--- src/rtl/xlt_pkg.sv ---
package xlt_pkg;

    localparam int VA_W       = 32;
    localparam int PAGE_SHIFT = 10;
    localparam int VPN_W      = VA_W - PAGE_SHIFT;
    localparam int CODE_W     = 12;

    localparam logic [CODE_W-1:0] CODE_NONE       = 12'h000;
    localparam logic [CODE_W-1:0] CODE_MISS_RD    = 12'h040;
    localparam logic [CODE_W-1:0] CODE_MISS_WR    = 12'h060;
    localparam logic [CODE_W-1:0] CODE_FIRST_WR   = 12'h080;
    localparam logic [CODE_W-1:0] CODE_PROT_RD    = 12'h0A0;
    localparam logic [CODE_W-1:0] CODE_PROT_WR    = 12'h0C0;
    localparam logic [CODE_W-1:0] CODE_ADDR_RD    = 12'h0E0;
    localparam logic [CODE_W-1:0] CODE_ADDR_WR    = 12'h100;
    localparam logic [CODE_W-1:0] CODE_MULTI      = 12'h140;

    typedef enum logic [1:0] {
        RG_MAPPED      = 2'd0,
        RG_DIRECT_MASK = 2'd1,
        RG_DIRECT_FLAT = 2'd2
    } region_e;

    typedef enum logic {
        ST_IDLE = 1'b0,
        ST_RESP = 1'b1
    } xlt_state_e;

    // In-page offset mask for a size code (1K, 4K, 64K, 1M).
    function automatic logic [VA_W-1:0] page_offset_mask(input logic [1:0] sz);
        logic [VA_W-1:0] m;
        unique case (sz)
            2'd0:    m = 32'h0000_03FF;
            2'd1:    m = 32'h0000_0FFF;
            2'd2:    m = 32'h0000_FFFF;
            default: m = 32'h000F_FFFF;
        endcase
        return m;
    endfunction

endpackage

--- src/rtl/xlt_region_decode.sv ---
module xlt_region_decode
    import xlt_pkg::*;
(
    input  logic                vaddr_hi_i,
    input  logic [5:0]          vaddr_top_i,
    input  logic                priv_i,
    input  logic                write_i,
    output region_e             region_o,
    output logic                addr_err_o,
    output logic [CODE_W-1:0]   err_code_o
);
    logic user_window;

    always_comb begin
        unique case (vaddr_top_i[5:3])
            3'b100, 3'b101: region_o = RG_DIRECT_MASK;
            3'b111:         region_o = RG_DIRECT_FLAT;
            default:        region_o = RG_MAPPED;
        endcase
    end

    // Only the bottom 64 MB of the top window is open to user mode.
    assign user_window = (vaddr_top_i == 6'b111000) && vaddr_hi_i;

    always_comb begin
        addr_err_o = (region_o != RG_MAPPED) && !priv_i && !user_window;
        err_code_o = addr_err_o ? (write_i ? CODE_ADDR_WR : CODE_ADDR_RD) : CODE_NONE;
    end

endmodule

--- src/rtl/xlt_match_array.sv ---
module xlt_match_array
    import xlt_pkg::*;
#(
    parameter int NUM_ENTRIES = 16,
    parameter int ASID_W      = 8,
    parameter int PPN_W       = 19
) (
    input  logic [VA_W-1:0]              vaddr_i,
    input  logic                         use_asid_i,
    input  logic [ASID_W-1:0]            cur_asid_i,
    input  logic [NUM_ENTRIES*VPN_W-1:0] ent_vpn_i,
    input  logic [NUM_ENTRIES*PPN_W-1:0] ent_ppn_i,
    input  logic [NUM_ENTRIES*2-1:0]     ent_size_i,
    input  logic [NUM_ENTRIES-1:0]       ent_valid_i,
    input  logic [NUM_ENTRIES-1:0]       ent_shared_i,
    input  logic [NUM_ENTRIES*ASID_W-1:0] ent_asid_i,
    input  logic [NUM_ENTRIES*2-1:0]     ent_prot_i,
    input  logic [NUM_ENTRIES-1:0]       ent_dirty_i,
    output logic                         hit_any_o,
    output logic                         hit_multi_o,
    output logic [PPN_W-1:0]             sel_ppn_o,
    output logic [1:0]                   sel_size_o,
    output logic [1:0]                   sel_prot_o,
    output logic                         sel_dirty_o
);
    localparam logic [NUM_ENTRIES-1:0] ONE = {{(NUM_ENTRIES-1){1'b0}}, 1'b1};

    logic [NUM_ENTRIES-1:0] hits;

    for (genvar gi = 0; gi < NUM_ENTRIES; gi++) begin : g_ent
        logic [VA_W-1:0] off_mask;
        logic [VA_W-1:0] base;
        logic            tag_ok;
        logic            range_ok;

        assign off_mask = page_offset_mask(ent_size_i[gi*2 +: 2]);
        assign base     = {ent_vpn_i[gi*VPN_W +: VPN_W], {PAGE_SHIFT{1'b0}}};
        assign tag_ok   = ent_shared_i[gi] || !use_asid_i ||
                          (ent_asid_i[gi*ASID_W +: ASID_W] == cur_asid_i);
        assign range_ok = ((vaddr_i & ~off_mask) == (base & ~off_mask));
        assign hits[gi] = ent_valid_i[gi] && tag_ok && range_ok;
    end

    // More than one bit set: clearing the lowest set bit leaves something.
    assign hit_any_o   = |hits;
    assign hit_multi_o = |(hits & (hits - ONE));

    // OR-combine the selected fields; only meaningful for a single hit.
    always_comb begin
        sel_ppn_o   = '0;
        sel_size_o  = '0;
        sel_prot_o  = '0;
        sel_dirty_o = 1'b0;
        for (int i = 0; i < NUM_ENTRIES; i++) begin
            sel_ppn_o   = sel_ppn_o  | ({PPN_W{hits[i]}} & ent_ppn_i[i*PPN_W +: PPN_W]);
            sel_size_o  = sel_size_o | ({2{hits[i]}} & ent_size_i[i*2 +: 2]);
            sel_prot_o  = sel_prot_o | ({2{hits[i]}} & ent_prot_i[i*2 +: 2]);
            sel_dirty_o = sel_dirty_o | (hits[i] & ent_dirty_i[i]);
        end
    end

endmodule

--- src/rtl/xlt_perm_check.sv ---
module xlt_perm_check
    import xlt_pkg::*;
#(
    parameter int PPN_W = 19
) (
    input  logic [VA_W-1:0]   vaddr_i,
    input  logic              fetch_i,
    input  logic              write_i,
    input  logic              priv_i,
    input  logic              hit_any_i,
    input  logic              hit_multi_i,
    input  logic [PPN_W-1:0]  sel_ppn_i,
    input  logic [1:0]        sel_size_i,
    input  logic [1:0]        sel_prot_i,
    input  logic              sel_dirty_i,
    output logic              fault_o,
    output logic [CODE_W-1:0] code_o,
    output logic [VA_W-1:0]   paddr_o,
    output logic [2:0]        perm_o
);
    localparam int PAD_W = VA_W - PPN_W - PAGE_SHIFT;

    logic [VA_W-1:0] off_mask;
    logic [VA_W-1:0] frame;

    assign off_mask = page_offset_mask(sel_size_i);
    assign frame    = {{PAD_W{1'b0}}, sel_ppn_i, {PAGE_SHIFT{1'b0}}};

    // Priority: multiple hit, miss, user protection, write protection, clean page.
    always_comb begin
        fault_o = 1'b1;
        code_o  = CODE_NONE;
        paddr_o = '0;
        perm_o  = 3'b000;
        if (hit_multi_i) begin
            code_o = CODE_MULTI;
        end else if (!hit_any_i) begin
            code_o = write_i ? CODE_MISS_WR : CODE_MISS_RD;
        end else if (!priv_i && !sel_prot_i[1]) begin
            code_o = write_i ? CODE_PROT_WR : CODE_PROT_RD;
        end else if (write_i && !sel_prot_i[0]) begin
            code_o = CODE_PROT_WR;
        end else if (write_i && !sel_dirty_i) begin
            code_o = CODE_FIRST_WR;
        end else begin
            fault_o = 1'b0;
            paddr_o = (frame & ~off_mask) | (vaddr_i & off_mask);
            perm_o  = {fetch_i, sel_prot_i[0] & sel_dirty_i, 1'b1};
        end
    end

endmodule

--- src/rtl/va_xlate_unit.sv ---
module va_xlate_unit
    import xlt_pkg::*;
#(
    parameter int NUM_ENTRIES = 16,
    parameter int ASID_W      = 8,
    parameter int PPN_W       = 19
) (
    input  logic                          clk,
    input  logic                          rst_n,
    input  logic                          req_valid,
    input  logic [31:0]                   req_vaddr,
    input  logic                          req_fetch,
    input  logic                          req_write,
    input  logic                          priv_mode,
    input  logic                          mmu_on,
    input  logic                          single_space,
    input  logic [ASID_W-1:0]             cur_asid,
    input  logic [NUM_ENTRIES*22-1:0]     ent_vpn,
    input  logic [NUM_ENTRIES*PPN_W-1:0]  ent_ppn,
    input  logic [NUM_ENTRIES*2-1:0]      ent_size,
    input  logic [NUM_ENTRIES-1:0]        ent_valid,
    input  logic [NUM_ENTRIES-1:0]        ent_shared,
    input  logic [NUM_ENTRIES*ASID_W-1:0] ent_asid,
    input  logic [NUM_ENTRIES*2-1:0]      ent_prot,
    input  logic [NUM_ENTRIES-1:0]        ent_dirty,
    output logic                          rsp_valid,
    output logic [31:0]                   rsp_paddr,
    output logic [2:0]                    rsp_perm,
    output logic                          rsp_fault,
    output logic [11:0]                   rsp_code,
    output logic                          pteh_load,
    output logic [21:0]                   pteh_vpn
);
    localparam logic [VA_W-1:0] LOW_MASK = 32'h1FFF_FFFF;

    // ---------------- region classification ----------------
    region_e            region;
    logic               addr_err;
    logic [CODE_W-1:0]  addr_err_code;

    xlt_region_decode u_region (
        .vaddr_hi_i  (req_vaddr[31:26] == 6'b111000),
        .vaddr_top_i (req_vaddr[31:26]),
        .priv_i      (priv_mode),
        .write_i     (req_write),
        .region_o    (region),
        .addr_err_o  (addr_err),
        .err_code_o  (addr_err_code)
    );

    // ---------------- associative lookup ----------------
    logic              use_asid;
    logic              hit_any, hit_multi;
    logic [PPN_W-1:0]  sel_ppn;
    logic [1:0]        sel_size, sel_prot;
    logic              sel_dirty;

    assign use_asid = !(single_space && priv_mode);

    xlt_match_array #(
        .NUM_ENTRIES (NUM_ENTRIES),
        .ASID_W      (ASID_W),
        .PPN_W       (PPN_W)
    ) u_match (
        .vaddr_i      (req_vaddr),
        .use_asid_i   (use_asid),
        .cur_asid_i   (cur_asid),
        .ent_vpn_i    (ent_vpn),
        .ent_ppn_i    (ent_ppn),
        .ent_size_i   (ent_size),
        .ent_valid_i  (ent_valid),
        .ent_shared_i (ent_shared),
        .ent_asid_i   (ent_asid),
        .ent_prot_i   (ent_prot),
        .ent_dirty_i  (ent_dirty),
        .hit_any_o    (hit_any),
        .hit_multi_o  (hit_multi),
        .sel_ppn_o    (sel_ppn),
        .sel_size_o   (sel_size),
        .sel_prot_o   (sel_prot),
        .sel_dirty_o  (sel_dirty)
    );

    logic              lk_fault;
    logic [CODE_W-1:0] lk_code;
    logic [VA_W-1:0]   lk_paddr;
    logic [2:0]        lk_perm;

    xlt_perm_check #(.PPN_W(PPN_W)) u_perm (
        .vaddr_i     (req_vaddr),
        .fetch_i     (req_fetch),
        .write_i     (req_write),
        .priv_i      (priv_mode),
        .hit_any_i   (hit_any),
        .hit_multi_i (hit_multi),
        .sel_ppn_i   (sel_ppn),
        .sel_size_i  (sel_size),
        .sel_prot_i  (sel_prot),
        .sel_dirty_i (sel_dirty),
        .fault_o     (lk_fault),
        .code_o      (lk_code),
        .paddr_o     (lk_paddr),
        .perm_o      (lk_perm)
    );

    // ---------------- result selection ----------------
    logic              nx_fault;
    logic [CODE_W-1:0] nx_code;
    logic [VA_W-1:0]   nx_paddr;
    logic [2:0]        nx_perm;

    always_comb begin
        nx_fault = 1'b0;
        nx_code  = CODE_NONE;
        nx_paddr = '0;
        nx_perm  = 3'b111;
        if (addr_err) begin
            nx_fault = 1'b1;
            nx_code  = addr_err_code;
            nx_perm  = 3'b000;
        end else if (region == RG_DIRECT_MASK) begin
            nx_paddr = req_vaddr & LOW_MASK;
        end else if (region == RG_DIRECT_FLAT) begin
            nx_paddr = req_vaddr;
        end else if (!mmu_on) begin
            nx_paddr = req_vaddr & LOW_MASK;
        end else begin
            nx_fault = lk_fault;
            nx_code  = lk_code;
            nx_paddr = lk_paddr;
            nx_perm  = lk_perm;
        end
    end

    // ---------------- response state machine ----------------
    xlt_state_e state_q, state_d;

    always_comb begin
        state_d = state_q;
        unique case (state_q)
            ST_IDLE: state_d = req_valid ? ST_RESP : ST_IDLE;   // accept / hold
            ST_RESP: state_d = req_valid ? ST_RESP : ST_IDLE;   // stream / drain
            default: state_d = ST_IDLE;
        endcase
    end

    always_ff @(posedge clk or negedge rst_n) begin
        if (!rst_n) state_q <= ST_IDLE;
        else        state_q <= state_d;
    end

    logic              fault_q;
    logic [CODE_W-1:0] code_q;
    logic [VA_W-1:0]   paddr_q;
    logic [2:0]        perm_q;
    logic              ld_q;
    logic [VPN_W-1:0]  vpn_q;

    always_ff @(posedge clk or negedge rst_n) begin
        if (!rst_n) begin
            fault_q <= 1'b0;
            code_q  <= CODE_NONE;
            paddr_q <= '0;
            perm_q  <= 3'b000;
            ld_q    <= 1'b0;
            vpn_q   <= '0;
        end else if (req_valid) begin
            fault_q <= nx_fault;
            code_q  <= nx_code;
            paddr_q <= nx_paddr;
            perm_q  <= nx_perm;
            ld_q    <= nx_fault && (nx_code != CODE_MULTI);
            vpn_q   <= req_vaddr[VA_W-1:PAGE_SHIFT];
        end
    end

    always_comb begin
        rsp_valid = (state_q == ST_RESP);
        rsp_fault = fault_q;
        rsp_code  = code_q;
        rsp_paddr = paddr_q;
        rsp_perm  = perm_q;
        pteh_load = rsp_valid && ld_q;
        pteh_vpn  = vpn_q;
    end

    // ---------------- assertions ----------------
    assert_resp_latency_R1: assert property (@(posedge clk) disable iff (!rst_n)
        rsp_valid |-> $past(req_valid));

    assert_direct_mask_R2: assert property (@(posedge clk) disable iff (!rst_n)
        (rsp_valid && $past(req_vaddr[31:30] == 2'b10) && $past(priv_mode))
            |-> (rsp_paddr == {3'b000, $past(req_vaddr[28:0])}));

    assert_first_write_only_on_write_R11: assert property (@(posedge clk) disable iff (!rst_n)
        (rsp_valid && rsp_code == CODE_FIRST_WR) |-> $past(req_write));

    assert_fault_no_perm_R12: assert property (@(posedge clk) disable iff (!rst_n)
        (rsp_valid && rsp_fault) |-> (rsp_perm == 3'b000 && rsp_paddr == '0));

    assert_pteh_load_R14: assert property (@(posedge clk) disable iff (!rst_n)
        pteh_load |-> (rsp_fault && rsp_code != CODE_MULTI));

endmodule

--- config.mk ---
export PLATFORM = sky130hd
export DESIGN_NAME = va_xlate_unit
export DESIGN_NICKNAME = d
export VERILOG_FILES = /design/src/rtl/xlt_pkg.sv /design/src/rtl/xlt_region_decode.sv /design/src/rtl/xlt_match_array.sv /design/src/rtl/xlt_perm_check.sv /design/src/rtl/va_xlate_unit.sv
export SDC_FILE = /design/constraint.sdc
export NUM_CORES = 1
export LEC_CHECK = 0
export BUFFER_PORTS_ARGS = -buffer_cell sky130_fd_sc_hd__buf_4
export CORE_AREA = 2 2 396 398
export CTS_CLUSTER_DIAMETER = 200
export DETAILED_ROUTE_END_ITERATION = 16
export DIE_AREA = 0 0 398 400
export SLEW_MARGIN = 5
export SYNTH_ARGS = -nofsm -noshare
export SYNTH_HDL_FRONTEND = slang
export SYNTH_SLANG_ARGS = --single-unit
--- constraint.sdc ---
create_clock -name clk -period 0.8 [get_ports clk]
set_input_delay 0.16 -clock clk [delete_from_list [all_inputs] [get_ports clk]]
set_output_delay 0.16 -clock clk [all_outputs]
set_load 0.1 [all_outputs]
Yosys cells after proc, flatten, opt, wreduce, memory -nomap -nowiden. Cells that the tools add are included.

Bitwise operators: 178. Reductions and logical operators: 98. Equality and inequality tests: 73. Add/subtract/negate cells: 1. Multiplexer cells: 58.

Operators by type and width (number): bitwise AND 32 bit (32); case mux 20 bit (3 select lines) (17); NOT 20 -> 32 bit (17); equality test 32 bit (16); bitwise AND 19 bit (16); two-way mux 32 bit (9); bitwise OR 19 bit (15); equality test 8 bit (16); two-way mux 12 bit (8); bitwise AND 2 bit (32); bitwise OR 2 bit (30); logical AND 1 bit (40); equality test 2 x 1 -> 1 bit, second input constant (18); equality test 2 bit, second input constant (18); logical NOT 2 bit (17); bitwise AND 29 x 32 -> 32 bit (1); bitwise AND 32 x 20 -> 32 bit (1); logical OR 1 bit (32); bitwise OR 32 bit (1); OR reduction 16 bit (2); two-way mux 3 bit (9); bitwise AND 1 bit (17); bitwise AND 16 bit (1); subtractor 16 x 1 -> 16 bit, second input constant (1); 13 further kinds (42).

Register bits after elaboration: 72. Logic and storage cells: 415. Output and inout bits: 72.

Depth between registers and ports, before layout.
Depth in word-level cells: 36. Depth in mapped cells: 15. Depth with buffers taken out: 10.

Modules after synthesis. A second synthesis with hierarchy kept.

Cell total of the unflattened synthesis: 1455. Area, all modules: 12744.7 sq um.

By module, submodules not included: xlt_match_array (cells an instance 1045, area an instance 8451.9 sq um, instances 1, sequential area each 0.0 sq um); va_xlate_unit (cells an instance 303, area an instance 3314.4 sq um, instances 1, sequential area each 1801.7 sq um); xlt_perm_check (cells an instance 84, area an instance 802.0 sq um, instances 1, sequential area each 0.0 sq um); xlt_region_decode (cells an instance 23, area an instance 176.4 sq um, instances 1, sequential area each 0.0 sq um).

Least setup slack after synthesis. No wires, ideal clock.

Kind: input to register. Start point: in req_vaddr[24]. End point: reg fault_q (netlist: rsp_fault). Library setup time: 0.121 ns. Stages on the path: 13. Arrival: 2.687 ns. Slack: -2.008 ns. Path through: buf_4 > xnor2_1 > nand4_1 > or4_1 > nor4bb_1 > buf_2 > a222oi_1 > nand3_1 > o22ai_1 > a2111oi_4 > a21oi_2 > buf_2 > o21a_1.

Word-level cells in the longest chain between the ends: 30. Elaborated cells on any way between the ends: 129. Classes of those cells: add/sub (1); eq/ne (16); mux (9); bitwise (79); reduce/logical (24).

Ends and longest elaborated chain: start, declared (line va_xlate_unit.sv:11) `input logic [31:0] req_vaddr,`; bitwise AND 32 bit (line xlt_match_array.sv:40) `assign range_ok = ((vaddr_i & ~off_mask) == (base & ~off_mask));`; equality test 32 bit (line xlt_match_array.sv:40); logical AND 1 bit (line xlt_match_array.sv:41) `assign hits[gi] = ent_valid_i[gi] && tag_ok && range_ok;`; bitwise AND 1 bit (line xlt_match_array.sv:58) `sel_dirty_o = sel_dirty_o | (hits[i] & ent_dirty_i[i]);`; bitwise OR 1 bit (15 in series) (line xlt_match_array.sv:58); logical NOT 1 bit (line xlt_perm_check.sv:43) `end else if (write_i && !sel_dirty_i) begin`; logical AND 1 bit (line xlt_perm_check.sv:43); two-way mux 1 bit (line xlt_perm_check.sv:43); two-way mux 1 bit (line xlt_perm_check.sv:41) `end else if (write_i && !sel_prot_i[0]) begin`; two-way mux 1 bit (line xlt_perm_check.sv:39) `end else if (!priv_i && !sel_prot_i[1]) begin`; two-way mux 1 bit (line xlt_perm_check.sv:37) `end else if (!hit_any_i) begin`; two-way mux 1 bit * (line xlt_perm_check.sv:35) `if (hit_multi_i) begin`; two-way mux 1 bit * (line va_xlate_unit.sv:125) `end else if (!mmu_on) begin`; two-way mux 1 bit * (line va_xlate_unit.sv:123) `end else if (region == RG_DIRECT_FLAT) begin`; two-way mux 1 bit * (line va_xlate_unit.sv:121) `end else if (region == RG_DIRECT_MASK) begin`; two-way mux 1 bit * (line va_xlate_unit.sv:117) `if (addr_err) begin`; end signal, assigned (line va_xlate_unit.sv:168) `fault_q <= nx_fault;`; end, declared (line va_xlate_unit.sv:152) `logic fault_q;`.

Every way passes the cells marked *; elsewhere a longest branch is shown, timed or not. A chain may end at the register's enable or synchronous reset.

Worst setup path after layout.
Start point: in req_vaddr[23]. End point: reg fault_q (netlist: rsp_fault).

Same word-level chain as after synthesis.

==> run metrics <==
status=finished with violations; violated checks=negative setup slack; clock sink total=64; Die X=398 µm; Top FF cell, synth=dfrtp_1; drt via density=3.650; max-cap check violation count=0; die span in y=about 400 µm; initial core utilization=0.07060; Flop pwr share=0.171; gr ovfl total=0; # fillers=approximately 17000; worst relative slew slack=0.2107; most used cell, CP=buf_12; DR vias=between 15000 and 20000; Worst Hold End=rsp_perm[2]; synth warn=0; Final nets=about 3500; Int Pwr=~14 mW; async set or reset register ratio after synthesis=1.000; clock-pin slew on the worst setup and hold paths=roughly 0.06 ns; Core Region=~160000 µm²; global-route wire length before repair=about 170000 µm; IO buf count=1007; R2R cell count=3; pin count of the biggest net entering global routing=38; Syn Inst Count=between 1000 and 1500; final WL=between 100000 and 150000 µm; crit path cell chain=buf_4, buf_8, buf_8, xnor2_4, nand4_1, nor4_4, buf_4, o2111a_2, buf_12, a222oi_1, nand3_4, nor3_4, buf_12, a2111oi_4, a21oi_4, buf_12, o21a_1; worst hold path class=input pin to flip-flop; Total GRT Usage=0.1637; Comb pwr share=0.653; reg-to-reg endpoint=rsp_paddr[27]; clock tree buffer depth=2; worst slew pin tran=around 1.2 ns; leakage power=roughly 11 nW; CP endpoint kind=flip-flop; RSZ-0062 raised after global routing=true; #FFs+latches synth=between 60 and 70; worst r2r src=rsp_paddr[27]; worst hold stages=3; router iterations before antenna repair=7; DRT antenna net count=0; fraction of layout cells with a size suffix above 1=0.6407; CTS root buf=clkbuf_16; worst-skew pair later-pin latency=0.33 ns; number of synthesized flops with an enable pin=0; DRC violations left=0; Fmax=~320 MHz; Tmin final=around 3.1 ns; Critical Path AT=around 3.3 ns; TNS Setup=-113.10 ns; DP HPWL=roughly 130000 µm; Hold Crit Start=req_fetch; max-slew violations=0; Final Hold Viols=0; CTS buffer count=9; synthesized area=roughly 11000 µm²; die footprint=about 160000 µm²; worst vdd ir=roughly 0.0013 V; CTS H-Tree Depth=3; placement row count=around 150; CP Launch Type=input pin; count of different cell masters after synthesis=64; critical path class=input pin to flip-flop; Pwr Density=approximately 890 nW/µm²; sequential fraction of the synthesis area=0.1462; initial antenna violation count=63; Max Fanout on Critical Path=6; Ports=1016; Power Total=around 24 mW; clock share of power=0.175; Layout area overhead=149.2%; Clock Skew=0 ns; switch share=0.4119; setup slack, reg-to-reg=-0.23 ns; drt wl/cell=29.72 µm; switching pwr=~10 mW; Avg Inst Size Synth=~8.4 µm²; crit-path max cell delay=~0.43 ns; crit path max-delay cell type=a2111oi_4; CTS tree=built; Final Setup Violations=127; required time of the critical path=around 1 ns; drt initial violations=approximately 1800; Tcrit/Tclk final=3.912; routability cong.=~1; vias in the first global route=roughly 17000; setup ws final=-2.329 ns
-- through the flow --
step	cell area [µm²]	hold WS, ns	worst slack, ns	std cells	utilization
floorplan	11500	-0.1356	-1.915	1315	-
global placement	24130	0.1344	-3.403	4599	0.1556
detailed placement	24130	0.1401	-3.403	4599	0.1556
CTS	26290	0.06905	-2.345	4642	0.1695
global route	27270	0.08881	-2.435	4680	0.1758
finish	27300	0.08316	-2.329	4689	0.1760
-- power groups by stage --
| stage | sequential, mW | combinational (mW) | clock, mW |
|---|---|---|---|
| 3_5_place_dp | 4.04 | 14.0 | 0 |
| 6_report | 4.15 | 15.8 | 4.24 |
| 3_3_place_gp | 4.03 | 13.9 | 0 |
| 2_1_floorplan | 6.20 | 3.85 | 0 |
| 5_1_grt | 4.17 | 16.4 | 4.40 |
| 4_1_cts | 4.13 | 15.3 | 4.24 |
-- flip-flops by register name, summed over array words and instances (netlist names) --
name / flops
ld_q: 1
rsp_perm: 3
rsp_fault: 1
rsp_valid: 1
pteh_vpn: 22
rsp_code: 4
rsp_paddr: 32
-- synth_stat cells (2+ instances only) --
cell type / number / area share
o21a_1: 2 / 0.0014
a221oi_1: 15 / 0.012
nand3b_1: 3 / 0.0021
nand4_1: 99 / 0.057
xnor2_1: 382 / 0.31
a21oi_1: 28 / 0.013
a21boi_1: 2 / 0.0014
o41ai_1: 13 / 0.010
a21o_1: 4 / 0.0027
buf_2: 21 / 0.0096
and2_1: 3 / 0.0017
a211oi_1: 5 / 0.0034
a31oi_1: 4 / 0.0023
dfrtp_1: 64 / 0.15
o21ai_1: 11 / 0.0050
and3_1: 4 / 0.0023
nor2_1: 44 / 0.015
a22oi_1: 105 / 0.072
o22ai_1: 2 / 0.0011
xor2_1: 98 / 0.078
nand2_1: 41 / 0.014
inv_1: 18 / 0.0062
a222oi_1: 45 / 0.041
nor4_1: 23 / 0.013
clkbuf_1: 40 / 0.014
and4b_1: 2 / 0.0018
a22o_1: 6 / 0.0048
o21bai_1: 2 / 0.0014
or3_1: 3 / 0.0017
buf_4: 40 / 0.027
or4_1: 3 / 0.0021
nor4_4: 2 / 0.0039
buf_6: 14 / 0.014
nor3_1: 7 / 0.0032
maj3_1: 3 / 0.0027
o2bb2ai_1: 20 / 0.016
mux2_2: 22 / 0.023
buf_1: 3 / 0.0010
nand3_1: 43 / 0.020
nor4_2: 2 / 0.0023
mux2i_1: 6 / 0.0055
a21boi_0: 3 / 0.0021
o21ai_0: 20 / 0.0091
o2111a_1: 11 / 0.011
-- how the worst max path moves through the flow --
stage | start | endpoint | slack, ns | depth (start not counted)
finish | req_vaddr[23] | rsp_fault | -2.33 | 17
global route | req_vaddr[23] | rsp_fault | -2.44 | 17
CTS | req_vaddr[30] | rsp_paddr[20] | -2.35 | 16
detailed placement | cur_asid[1] | rsp_code[7] | -3.40 | 15
global placement | cur_asid[1] | rsp_code[7] | -3.40 | 15
floorplan | req_vaddr[11] | rsp_code[7] | -1.91 | 12
-- layout make-up --
| type | instances | area [µm²] | share of cell area |
|---|---|---|---|
| Clock inverter | 7 | 96.34 | 0.003530 |
| Multi-Input combinational cell | 1116 | 9897 | 0.3626 |
| Antenna cell | 23 | 57.56 | 0.002109 |
| Inverter | 18 | 67.56 | 0.002475 |
| Tap cell | 2058 | 2575 | 0.09433 |
| Sequential cell | 64 | 1834 | 0.06720 |
| Clock buffer | 9 | 225.2 | 0.008251 |
| Timing Repair Buffer | 1394 | 12540 | 0.4595 |
-- metal layers --
| metal | GRT usage | part of all wire | vias to the layer above |
|---|---|---|---|
| met5 | 0.01634 | 0.0026 | - |
| met4 | 0.04200 | 0.028 | 46 |
| met3 | 0.04136 | 0.084 | 191 |
| met2 | 0.2760 | 0.48 | 1046 |
| met1 | 0.2051 | 0.41 | 8373 |
| li1 | - | - | 7459 |
-- cell usage in the layout, fill, tap and decap left out, types with 5 or more instances in the layout --
cell type     n
a221oi_1      8
buf_8        13
o21ai_2      16
xor2_2       13
nor2_1       42
diode_2      23
a221oi_2      5
xnor2_4       5
buf_12      140
o2111a_2     12
buf_4      1187
mux2_2       20
xnor2_2      24
mux2i_1       6
conb_1        8
nor4_4       13
xor2_1       85
a21oi_2       6
o41ai_1      11
a22oi_1     101
nand4_1      99
o2bb2ai_4     9
nand2_1      40
a22o_1        6
buf_6        51
clkbuf_16    11
o2bb2ai_2    10
a21oi_1      21
dfrtp_4      62
a222oi_1     45
o21ai_1       8
xnor2_1     353
nand3_1      38
nor4_2       10
inv_1        17
-- cells by family after synthesis --
logic type / after synthesis / synth area share
adder cells (fa/ha/maj): 3 / 0.002742
other: 1 / 0.0003424
multiplexers: 28 / 0.02811
AND/OR/NAND/NOR: 289 / 0.1470
XOR/XNOR: 480 / 0.3839
AO/OA/AOI/OAI: 307 / 0.2194
buffers and inverters: 136 / 0.07232
flip-flops: 64 / 0.1462
-- worst max-delay path, delay by kind of cell --
family                 cells  cell delay (ns)
AND/OR/NAND/NOR            4             0.72
AO/OA/AOI/OAI              5             1.09
XOR/XNOR                   1             0.19
buffers and inverters      7             1.12
-- timing repair --
item | CTS | global route
endpoints found under the setup margin | 127 | 127
resized for setup | 351 | 132
endpoints found under the hold margin | 64 | 0
setup buffers | 27 | 28
gates cloned | 1 | 2
pin swaps | 53 | 44
hold buffers | 1 | 0
Note: power is estimated with default switching activity, not from simulation.
